===== src/rtl/fold_pkg.sv =====
`timescale 1ns/1ps
// Shared definitions for the folding fetch unit: opcode values recognised
// during pre-decode and the kind of fold recorded in each cache entry.
package fold_pkg;

    localparam int unsigned OPC_W = 6;

    localparam logic [OPC_W-1:0] OPC_JUMP   = 6'h02;
    localparam logic [OPC_W-1:0] OPC_LINK   = 6'h03;
    localparam logic [OPC_W-1:0] OPC_BRANCH = 6'h04;

    // How an entry's successor address was formed
    typedef enum logic [2:0] {
        FK_PLAIN,     // sequential, or an unfolded jump that names its own target
        FK_JMP,       // following jump folded in
        FK_JAL,       // following jump-and-link folded in, link write pending
        FK_BR,        // following conditional branch folded in, predicted taken
        FK_SELF_JAL   // entry is itself an unfolded jump-and-link
    } fold_kind_e;

    // True when an opcode transfers control
    function automatic logic is_ctl(input logic [OPC_W-1:0] opc);
        return (opc == OPC_JUMP) || (opc == OPC_LINK) || (opc == OPC_BRANCH);
    endfunction

endpackage


===== src/rtl/fold_predecode.sv =====
`timescale 1ns/1ps
// Pre-decoder: turns a two-word line into one cache entry for the lower word.
// Assumes opcodes in the top six bits and absolute word targets in the low
// ADDR_W-2 bits. Only the lower word is ever stored; the upper word is looked
// at solely to fold a following control transfer into the lower entry.
module fold_predecode
    import fold_pkg::*;
#(
    parameter int unsigned ADDR_W  = 16,
    parameter int unsigned INSTR_W = 32
) (
    input  logic [ADDR_W-1:0]  line_addr,
    input  logic [INSTR_W-1:0] word_lo,
    input  logic [INSTR_W-1:0] word_hi,
    output logic [INSTR_W-1:0] ent_instr,
    output logic [ADDR_W-1:0]  ent_next,
    output fold_kind_e         ent_kind
);

    logic [OPC_W-1:0]  opc_lo, opc_hi;
    logic [ADDR_W-1:0] tgt_lo, tgt_hi, seq_addr;
    logic              hi_unused;

    assign opc_lo    = word_lo[INSTR_W-1 -: OPC_W];
    assign opc_hi    = word_hi[INSTR_W-1 -: OPC_W];
    assign tgt_lo    = {word_lo[ADDR_W-3:0], 2'b00};
    assign tgt_hi    = {word_hi[ADDR_W-3:0], 2'b00};
    assign seq_addr  = line_addr + ADDR_W'(4);
    assign hi_unused = ^word_hi[INSTR_W-OPC_W-1:ADDR_W-2];

    // Pick the successor address and fold kind for the lower word
    always_comb begin
        ent_instr = word_lo;
        ent_next  = seq_addr;
        ent_kind  = FK_PLAIN;
        if (opc_lo == OPC_JUMP) begin
            ent_next = tgt_lo;
        end else if (opc_lo == OPC_LINK) begin
            ent_next = tgt_lo;
            ent_kind = FK_SELF_JAL;
        end else if (!is_ctl(opc_lo)) begin
            unique case (opc_hi)
                OPC_JUMP:   begin ent_next = tgt_hi; ent_kind = FK_JMP; end
                OPC_LINK:   begin ent_next = tgt_hi; ent_kind = FK_JAL; end
                OPC_BRANCH: begin ent_next = tgt_hi; ent_kind = FK_BR;  end
                default:    ;
            endcase
        end
    end

endmodule


===== src/rtl/fold_cache.sv =====
`timescale 1ns/1ps
// Direct-mapped store of pre-decoded entries, one per instruction word.
// Assumes word-aligned addresses; read is combinational, write on the edge.
// Valid bits clear on reset; the data arrays need no reset.
module fold_cache
    import fold_pkg::*;
#(
    parameter int unsigned ADDR_W  = 16,
    parameter int unsigned INSTR_W = 32,
    parameter int unsigned SETS    = 8
) (
    input  logic               clk,
    input  logic               rst_n,
    input  logic [ADDR_W-1:0]  rd_addr,
    output logic               rd_hit,
    output logic [INSTR_W-1:0] rd_instr,
    output logic [ADDR_W-1:0]  rd_next,
    output fold_kind_e         rd_kind,
    input  logic               wr_en,
    input  logic [ADDR_W-1:0]  wr_addr,
    input  logic [INSTR_W-1:0] wr_instr,
    input  logic [ADDR_W-1:0]  wr_next,
    input  fold_kind_e         wr_kind
);

    localparam int unsigned IDX_W = (SETS > 1) ? $clog2(SETS) : 1;
    localparam int unsigned TAG_W = ADDR_W - 2 - IDX_W;

    logic [SETS-1:0]    valid_q;
    logic [TAG_W-1:0]   tag_q   [SETS];
    logic [INSTR_W-1:0] instr_q [SETS];
    logic [ADDR_W-1:0]  next_q  [SETS];
    fold_kind_e         kind_q  [SETS];

    logic [IDX_W-1:0] rd_idx, wr_idx;
    logic [TAG_W-1:0] rd_tag, wr_tag;
    logic             low_bits_unused;

    assign rd_idx          = rd_addr[IDX_W+1:2];
    assign wr_idx          = wr_addr[IDX_W+1:2];
    assign rd_tag          = rd_addr[ADDR_W-1:IDX_W+2];
    assign wr_tag          = wr_addr[ADDR_W-1:IDX_W+2];
    assign low_bits_unused = ^{rd_addr[1:0], wr_addr[1:0]};

    // Valid bits: all cleared by reset, set when an entry is written
    always_ff @(posedge clk) begin
        if (!rst_n) begin
            valid_q <= '0;
        end else if (wr_en) begin
            valid_q[wr_idx] <= 1'b1;
        end
    end

    // Entry payload written from the pre-decoder
    always_ff @(posedge clk) begin
        if (wr_en) begin
            tag_q[wr_idx]   <= wr_tag;
            instr_q[wr_idx] <= wr_instr;
            next_q[wr_idx]  <= wr_next;
            kind_q[wr_idx]  <= wr_kind;
        end
    end

    // Lookup at the fetch address
    always_comb begin
        rd_hit   = valid_q[rd_idx] && (tag_q[rd_idx] == rd_tag);
        rd_instr = instr_q[rd_idx];
        rd_next  = next_q[rd_idx];
        rd_kind  = kind_q[rd_idx];
    end

endmodule


===== src/rtl/fold_refill.sv =====
`timescale 1ns/1ps
// Miss handler: latches the missing address, holds a request to the backing
// memory until the single response beat arrives, then flags the write.
// Assumes memory answers each request with one mem_rvalid pulse.
module fold_refill #(
    parameter int unsigned ADDR_W = 16
) (
    input  logic              clk,
    input  logic              rst_n,
    input  logic              start,
    input  logic [ADDR_W-1:0] start_addr,
    input  logic              mem_rvalid,
    output logic              busy,
    output logic              mem_req,
    output logic [ADDR_W-1:0] mem_addr,
    output logic              fill_done
);

    typedef enum logic {RF_IDLE, RF_WAIT} rf_state_e;

    rf_state_e         state_q;
    logic [ADDR_W-1:0] addr_q;

    // Request state machine: idle until a miss, wait until data returns
    always_ff @(posedge clk) begin
        if (!rst_n) begin
            state_q <= RF_IDLE;
            addr_q  <= '0;
        end else begin
            unique case (state_q)
                RF_IDLE: if (start) begin
                    state_q <= RF_WAIT;
                    addr_q  <= start_addr;
                end
                RF_WAIT: if (mem_rvalid) state_q <= RF_IDLE;
                default: state_q <= RF_IDLE;
            endcase
        end
    end

    assign busy      = (state_q == RF_WAIT);
    assign mem_req   = busy;
    assign mem_addr  = addr_q;
    assign fill_done = busy && mem_rvalid;

    AST_REQ_HELD_STABLE: assert property (@(posedge clk) disable iff (!rst_n)
        (mem_req && !mem_rvalid) |=> (mem_req && $stable(mem_addr)));

endmodule


===== src/rtl/fold_fetch.sv =====
`timescale 1ns/1ps
// Folding fetch unit (top). Fetch address advances from the stored successor
// field of each cache entry; there is no next-address incrementer on the hit
// path. Assumes execute resolves a folded branch exactly one cycle after its
// entry is delivered, and that the link write of a folded jump-and-link must
// not share a cycle with another writeback.
module fold_fetch
    import fold_pkg::*;
#(
    parameter int unsigned ADDR_W    = 16,
    parameter int unsigned INSTR_W   = 32,
    parameter int unsigned SETS      = 8,
    parameter int unsigned RESET_VEC = 'h0100
) (
    input  logic                 clk,
    input  logic                 rst_n,
    output logic                 mem_req,
    output logic [ADDR_W-1:0]    mem_addr,
    input  logic                 mem_rvalid,
    input  logic [2*INSTR_W-1:0] mem_rdata,
    input  logic                 res_valid,
    input  logic                 res_taken,
    input  logic                 wb_busy,
    output logic                 f_valid,
    output logic [ADDR_W-1:0]    f_pc,
    output logic [INSTR_W-1:0]   f_instr,
    output logic [ADDR_W-1:0]    f_next,
    output logic                 link_valid,
    output logic [ADDR_W-1:0]    link_pc,
    output logic                 squash,
    output logic                 wr_stall
);

    localparam logic [ADDR_W-1:0] VEC = ADDR_W'(RESET_VEC);

    logic [ADDR_W-1:0]  pc_q, fall_q, pc_d;
    logic               br_last_q;
    logic               hit, busy, fill_done, start, deliver, redirect;
    logic [INSTR_W-1:0] hit_instr, pd_instr;
    logic [ADDR_W-1:0]  hit_next, pd_next;
    fold_kind_e         hit_kind, pd_kind;

    fold_refill #(.ADDR_W(ADDR_W)) u_refill (
        .clk        (clk),
        .rst_n      (rst_n),
        .start      (start),
        .start_addr (pc_q),
        .mem_rvalid (mem_rvalid),
        .busy       (busy),
        .mem_req    (mem_req),
        .mem_addr   (mem_addr),
        .fill_done  (fill_done)
    );

    fold_predecode #(.ADDR_W(ADDR_W), .INSTR_W(INSTR_W)) u_predecode (
        .line_addr (mem_addr),
        .word_lo   (mem_rdata[INSTR_W-1:0]),
        .word_hi   (mem_rdata[2*INSTR_W-1:INSTR_W]),
        .ent_instr (pd_instr),
        .ent_next  (pd_next),
        .ent_kind  (pd_kind)
    );

    fold_cache #(.ADDR_W(ADDR_W), .INSTR_W(INSTR_W), .SETS(SETS)) u_cache (
        .clk      (clk),
        .rst_n    (rst_n),
        .rd_addr  (pc_q),
        .rd_hit   (hit),
        .rd_instr (hit_instr),
        .rd_next  (hit_next),
        .rd_kind  (hit_kind),
        .wr_en    (fill_done),
        .wr_addr  (mem_addr),
        .wr_instr (pd_instr),
        .wr_next  (pd_next),
        .wr_kind  (pd_kind)
    );

    // Delivery, stall, squash and next fetch address for this cycle
    always_comb begin
        wr_stall = hit && !busy && (hit_kind == FK_JAL) && wb_busy;
        deliver  = hit && !busy && !wr_stall;
        redirect = res_valid && !res_taken;
        start    = !hit && !busy;
        if (redirect)     pc_d = fall_q;
        else if (deliver) pc_d = hit_next;
        else              pc_d = pc_q;
    end

    // Output port view of the lookup
    always_comb begin
        f_valid    = deliver;
        f_pc       = pc_q;
        f_instr    = hit_instr;
        f_next     = hit_next;
        squash     = redirect;
        link_valid = deliver && ((hit_kind == FK_JAL) || (hit_kind == FK_SELF_JAL));
        link_pc    = (hit_kind == FK_JAL) ? pc_q + ADDR_W'(8) : pc_q + ADDR_W'(4);
    end

    // Fetch address register and the fall-through of the last folded branch
    always_ff @(posedge clk) begin
        if (!rst_n) begin
            pc_q      <= VEC;
            fall_q    <= VEC;
            br_last_q <= 1'b0;
        end else begin
            pc_q      <= pc_d;
            br_last_q <= deliver && (hit_kind == FK_BR);
            if (deliver && (hit_kind == FK_BR)) fall_q <= pc_q + ADDR_W'(8);
        end
    end

    AST_RESOLVE_AFTER_FOLD: assert property (@(posedge clk) disable iff (!rst_n)
        res_valid |-> br_last_q);

    AST_SQUASH_TO_FALLTHRU: assert property (@(posedge clk) disable iff (!rst_n)
        squash |=> (f_pc == $past(f_pc, 2) + ADDR_W'(8)));

    AST_STALL_HOLDS_PC: assert property (@(posedge clk) disable iff (!rst_n)
        (wr_stall && !squash) |=> $stable(f_pc));

    AST_NO_DELIVER_IN_FILL: assert property (@(posedge clk) disable iff (!rst_n)
        f_valid |-> !mem_req);

endmodule


===== config.mk =====
export PLATFORM = sky130hd
export DESIGN_NAME = fold_fetch
export DESIGN_NICKNAME = d
export VERILOG_FILES = /design/src/rtl/fold_pkg.sv /design/src/rtl/fold_predecode.sv /design/src/rtl/fold_cache.sv /design/src/rtl/fold_refill.sv /design/src/rtl/fold_fetch.sv
export SDC_FILE = /design/constraint.sdc
export NUM_CORES = 1
export LEC_CHECK = 0
export BUFFER_PORTS_ARGS = -buffer_cell sky130_fd_sc_hd__buf_2
export CORE_MARGIN = 4
export CORE_UTILIZATION = 54
export CTS_CLUSTER_SIZE = 14
export DETAILED_ROUTE_END_ITERATION = 6
export GPL_TIMING_DRIVEN = 1
export PLACE_DENSITY = 0.86
export SETUP_SLACK_MARGIN = 0.02
export SLEW_MARGIN = 20
export SYNTH_ARGS = -nofsm -noshare
export SYNTH_HDL_FRONTEND = slang
export SYNTH_SLANG_ARGS = --single-unit

===== constraint.sdc =====
create_clock -name clk -period 6.9 [get_ports clk]
set_clock_uncertainty 0.2 [all_clocks]
set_input_delay 1.38 -clock clk [delete_from_list [all_inputs] [get_ports clk]]
set_output_delay 1.38 -clock clk [all_outputs]
set_load 0.01 [all_outputs]

==> results.cfg, run 1 <==
[run_status]
status = complete, no violations

[power]
p_switching_mw = 1.32
p_int_mw = 5.27
seq_power_share_pct = 55.7
combPwrFrac_pct = 2.4
ir_worst_vdd_mv = 0.201
clkPwrFrac_pct = 41.9
cellPowerDensity_mw_per_mm2 = 261
swShare_pct = 20.0
leakagePower_nw = 8.09

[sta]
finalCriticalPeriod_ns = 5.74
fmax_mhz = 174
period_share_pct = 83.2
finalSetupViolations = 0
relSlewSlack_pct = 23.5
tns_ns = 0
finalMaxSlewViolations = 0
finalHoldViolCount = 0
worst_pin_slew_ns = 1.15
grt_setup_unrepaired = false

[floorplanning]
fp.dieW_microns = 212
core-area_sq_mm = 0.0409
ios = 171
die_area_sq_mm = 0.0448
die_h_microns = 212
fp-row-count = 74
initial_utilization_pct = 54.7

[setup_path]
path_max_fanout = 38
critPathMaxStageDelay_ns = 0.80
crit_path_start_kind = flop
endpoint_kind = primary output
cp_slowest_cell = dfxtp_4
path_cells = buf_4 -> mux2_4 -> o22ai_1 -> a221oi_1 -> xor2_1 -> nor4_2 -> nand2_1 -> nor3b_1 -> and3_1 -> buf_2
crit_type = reg -> out
crit_family = simple AND/OR/NAND/NOR gates
cp.arrival_ns = 4.16
crit_required_ns = 5.32
cp.buffers_inverters = 2

[placement]
dp_hpwl_mm = 29.2
finalWeightedCongestion = 0.824
dp.cells = 1842
numPortBuffers = 158

[routing]
met1_length_mm = 19.4
met3_length_mm = 4.24
highest_layer = met5
wl_mm = 51.5
wl_met2_mm = 25.9
final_antenna_net_count = 0
vias_per_cell = 6.28
drc = 0
num_vias = 12200
dr.first_iter.drc_count = 1414
drt-pass1-iter-count = 5
wire_per_inst_microns = 26.5

[clock_tree]
clock-root-buffer = clkbuf_16
clock-sinks = 556
cts_setup_buffers = 0
insertion_delay_ns = 0.58
cts_resized = 0
cts_buffer_depth = 3
hold_buffers = 0
cts_tree = done
cts-htree-levels = 2
cts.clk_slew.worst_paths_ns = 0.06
numCtsBuffers = 52

[yosys]
synth_edf_count = 496
async_reset_ff_share_pct = 0
mappedNetlistNets = 1292
syn_inst = 1219
syn_avg_cell_area_sq_um = 18.4
synth.ff_latch_count = 556
ys.warnings.count = 0
syn_area_sq_mm = 0.0224
yosysSeqAreaShare_pct = 71.9
ys_types = 52
synth_flop_cell = edfxtp_1

[global_route]
grt_pass1_wl_mm = 76.4
overflow = 0
grt_pass1_vias = 12400
grt_usage_pct = 22.5
grt_max_degree = 104
antenna_found_initial = 7

[layout]
fin_nets = 1437
final_cell_count_no_fill = 1941
layout_commonest_cell = edfxtp_1
filler_cell_count = 2744
final_cell_mix = edfxtp_1 (496), buf_2 (158), mux4_2 (110), nand3_1 (60), nand2_1 (58)
seq_area_sq_mm = 0.0161
syn2layout_area_growth_pct = 12.6
multi_input_area_sq_mm = 0.00585
layout-drive-gt1-share_pct = 30.7

[job]
maxCapViolCount = 0

[min_path]
min_path_type = reg -> reg
## power groups by stage
| stage | logic, mW | clock network, mW | registers (mW) |
|---|---|---|---|
| 3_5_place_dp | 0.154 | 0 | 3.75 |
| 4_1_cts | 0.157 | 2.79 | 3.67 |
| 5_1_grt | 0.169 | 2.94 | 3.67 |
| 6_report | 0.157 | 2.76 | 3.67 |
| 3_3_place_gp | 0.148 | 0 | 3.74 |
| 2_1_floorplan | 0.0769 | 0 | 3.75 |
## kinds of logic after synthesis
logic type | after synthesis | share of synthesized area [%]
buffers and inverters | 87 | 2.26
AOI/OAI and AO/OA | 89 | 2.45
and+or+nand+nor | 219 | 5.05
adders and majority gates | 3 | 0.168
DFF | 556 | 71.9
muxes | 217 | 16.3
xor gates and xnor gates | 48 | 1.88
## per-layer routing
| metal | up-vias | global-route usage (%) |
|---|---|---|
| li1 | 5150 | - |
| met1 | 6203 | 30.3 |
| met2 | 688 | 37.2 |
| met3 | 147 | 4.28 |
| met4 | 10 | 8.26 |
| met5 | - | 0 |
## flip-flops by register name, summed over array words and instances (netlist names), named ones only
signal             flops
u_refill.mem_addr     16
u_cache.tag_q         88
u_cache.valid_q        8
u_refill.busy          1
u_cache.next_q       128
f_pc                  16
u_cache.kind_q        24
u_cache.instr_q      256
fall_q                16
## through the flow
stage | util [%] | hold slack, ns | setup slack, ns | instance area, sq um | power (mW)
CTS | 61.6 | 0.276 | 1.12 | 25200 | 6.62
global route | 61.6 | 0.290 | 0.883 | 25200 | 6.78
detailed placement | 57.6 | 0.259 | 1.73 | 23600 | 3.90
floorplan | - | 0.235 | 0.126 | 22400 | 3.82
finish | 61.6 | 0.280 | 1.16 | 25200 | 6.59
global placement | 57.6 | 0.242 | 1.82 | 23600 | 3.89
## Yosys cell counts (all sizes together), types with 23 or more instances
| library cell | n | share of area [%] |
|---|---|---|
| buf | 42 | 1.4 |
| clkbuf | 41 | 0.73 |
| dfxtp | 60 | 5.4 |
| edfxtp | 496 | 67 |
| mux2 | 56 | 2.8 |
| mux2i | 49 | 2.2 |
| mux4 | 112 | 11 |
| nand2 | 58 | 0.97 |
| nand3 | 60 | 1.3 |
| nor2 | 23 | 0.39 |
| o21ai | 46 | 1.0 |
| xor2 | 28 | 1.1 |
## area by class of cell
class / instances / share of cell area, %
sequential: 556 / 63.9
antenna: 3 / 0.0298
clock buffer: 65 / 5.56
multi-input combinational: 576 / 23.2
inverter: 3 / 0.0447
tap: 532 / 2.64
timing repair buffer: 175 / 3.64
clock inverter: 31 / 1.00
## worst paths after layout
kind,from,to,slack (ns),depth (start not counted)
setup / recovery,flop,wr_stall,1.16,10
setup reg to reg,flop,flop,2.37,9
hold reg to reg,u_cache.valid_q[5],u_cache.valid_q[5],0.28,1
hold / removal,u_cache.valid_q[5],u_cache.valid_q[5],0.28,1
## worst register-to-register path, delay by kind of cell, from the launching register on
family	cells	cell delay, ns
flip-flops	1	0.80
AO/OA/AOI/OAI	3	0.54
AND/OR/NAND/NOR	3	1.79
XOR/XNOR	1	0.13
buffers and inverters	1	0.65
multiplexers	1	0.26
(Power assumes the default switching activity.)
==> inputs of run 2 (changes only) <==
--- a/config.mk
+++ b/config.mk
@@ -7,11 +7,11 @@
 export LEC_CHECK = 0
 export BUFFER_PORTS_ARGS = -buffer_cell sky130_fd_sc_hd__buf_2
 export CORE_MARGIN = 4
-export CORE_UTILIZATION = 54
+export CORE_UTILIZATION = 60
 export CTS_CLUSTER_SIZE = 14
 export DETAILED_ROUTE_END_ITERATION = 6
 export GPL_TIMING_DRIVEN = 1
-export PLACE_DENSITY = 0.86
+export PLACE_DENSITY = 0.9
 export SETUP_SLACK_MARGIN = 0.02
 export SLEW_MARGIN = 20
 export SYNTH_ARGS = -nofsm -noshare
==> constraint.sdc (replaced) <==
create_clock -name clk -period 5.5 [get_ports clk]
set_clock_uncertainty 0.2 [all_clocks]
set_input_delay 1.1 -clock clk [delete_from_list [all_inputs] [get_ports clk]]
set_output_delay 1.1 -clock clk [all_outputs]
set_load 0.01 [all_outputs]
==> results.cfg, run 2 (same netlist as run 1, synthesis figures left out) <==
[floorplanning]
die_h_microns = 201
ios = 171
core-area_sq_mm = 0.0367
die_area_sq_mm = 0.0405
fp-row-count = 70
fp.dieW_microns = 201
initial_utilization_pct = 61.0

[placement]
finalWeightedCongestion = 0.851
dpl-instance-area_sq_mm = 0.0236
dp_hpwl_mm = 28.9
numPortBuffers = 158

[layout]
fin_nets = 1445
syn2layout_area_growth_pct = 12.1
final_cell_area_sq_mm = 0.0251
seq_area_sq_mm = 0.0161
layout-drive-gt1-share_pct = 30.8
biggestRegsByFlops = u_cache.instr_q x256, u_cache.next_q x128, u_cache.tag_q x88
multi_input_area_sq_mm = 0.00587
layout_commonest_cell = edfxtp_1
filler_cell_count = 2143
final_cell_mix = edfxtp_1 (496), buf_2 (157), mux4_2 (110), nand3_1 (60), nand2_1 (58)
largest_register = u_cache.instr_q
largest_register_ffs = 256

[sta]
period_share_pct = 94.4
finalMaxSlewViolations = 0
finalSetupViolations = 0
grt_setup_unrepaired = false
finalHoldViolCount = 0
finalCriticalPeriod_ns = 5.19
tns_ns = 0
worst_pin_slew_ns = 1.12
relSlewSlack_pct = 25.1
fmax_mhz = 193

[clock_tree]
cts.clk_slew.worst_paths_ns = 0.06
cts_setup_buffers = 0
insertion_delay_ns = 0.56
numCtsBuffers = 51
cts_buffer_depth = 3
cts-htree-levels = 2
clock-sinks = 556
hold_buffers = 0
clock-root-buffer = clkbuf_16
cts_resized = 0
cts_tree = done

[routing]
wl_mm = 51.9
num_vias = 12200
drt-pass1-iter-count = 7
dr.first_iter.drc_count = 1620
wire_per_inst_microns = 27.6
drc = 0
final_antenna_net_count = 0
vias_per_cell = 6.52

[power]
p_int_mw = 6.41
clkPwrFrac_pct = 39.7
swShare_pct = 19.6
combPwrFrac_pct = 2.5
p_switching_mw = 1.57
leakagePower_nw = 8.06
ir_worst_vdd_mv = 0.295
seq_power_share_pct = 57.8
cellPowerDensity_mw_per_mm2 = 318

[global_route]
grt_usage_pct = 25.4
overflow = 0
grt_pass1_vias = 12500
antenna_found_initial = 4
grt_max_degree = 80
grt_pass1_wl_mm = 78.7

[setup_path]
endpoint_kind = primary output
path_max_fanout = 38
path_cells = buf_4 -> mux4_2 -> mux2i_1 -> xor2_1 -> and4_4 -> nand2_1 -> nor3b_1 -> and3_1 -> buf_2
rr_worst_depth = 8
crit_cells = 9
crit_type = reg -> out
crit_path_start_kind = flop
crit_required_ns = 4.20
cp.buffers_inverters = 2
cp_slowest_cell = dfxtp_4
endpoint = wr_stall
cp.arrival_ns = 3.89
r2r_setup_slack_ns = 1.30
crit_family = simple AND/OR/NAND/NOR gates
critPathMaxStageDelay_ns = 0.78

[run_status]
status = complete, no violations

[min_path]
min_path_type = reg -> reg

[job]
maxCapViolCount = 0
-- run 2: power by group through the flow --
stage	sequential [mW]	clock (mW)	combinational (mW)
6_report	4.61	3.16	0.200
5_1_grt	4.61	3.40	0.215
4_1_cts	4.61	3.20	0.199
3_5_place_dp	4.70	0	0.194
3_3_place_gp	4.70	0	0.186
2_1_floorplan	4.70	0	0.0966
-- run 2: cell type report --
class	instances	share of cell area, %
Antenna cell	3	0.0299
Tap cell	468	2.33
Sequential cell	556	64.1
Inverter	3	0.0448
Clock buffer	71	5.50
Clock inverter	15	0.304
Timing Repair Buffer	184	4.28
Multi-Input combinational cell	576	23.4
-- run 2: worst min path at each step --
stage,slack (ns),startpoint,cells after the start,to
3_3_place_gp,0.24,u_cache.valid_q[0],1,u_cache.valid_q[0]
2_1_floorplan,0.24,u_cache.valid_q[2],1,u_cache.valid_q[2]
4_1_cts,0.27,u_cache.valid_q[3],1,u_cache.valid_q[3]
5_1_grt,0.28,u_cache.valid_q[3],1,u_cache.valid_q[3]
6_report,0.28,u_cache.valid_q[3],1,u_cache.valid_q[3]
3_5_place_dp,0.25,u_cache.valid_q[7],1,u_cache.valid_q[7]
-- run 2: routing by layer --
layer,vias up,share of wire [%],global-route usage [%]
met4,6,4.0,8.42
met1,6170,36,34.3
met2,746,51,42.7
met3,152,8.9,4.77
li1,5163,-,-
met5,-,0.083,0
-- run 2: stage by stage --
step	hold WS, ns	util, %	std cells	worst slack (ns)	total power [mW]
2_1_floorplan	0.235	-	1219	0.695	4.79
3_3_place_gp	0.242	64.3	1785	1.02	4.88
5_1_grt	0.281	68.4	1874	0.112	8.22
4_1_cts	0.270	68.3	1871	0.321	8.01
6_report	0.276	68.4	1876	0.306	7.97
3_5_place_dp	0.252	64.3	1785	0.959	4.89
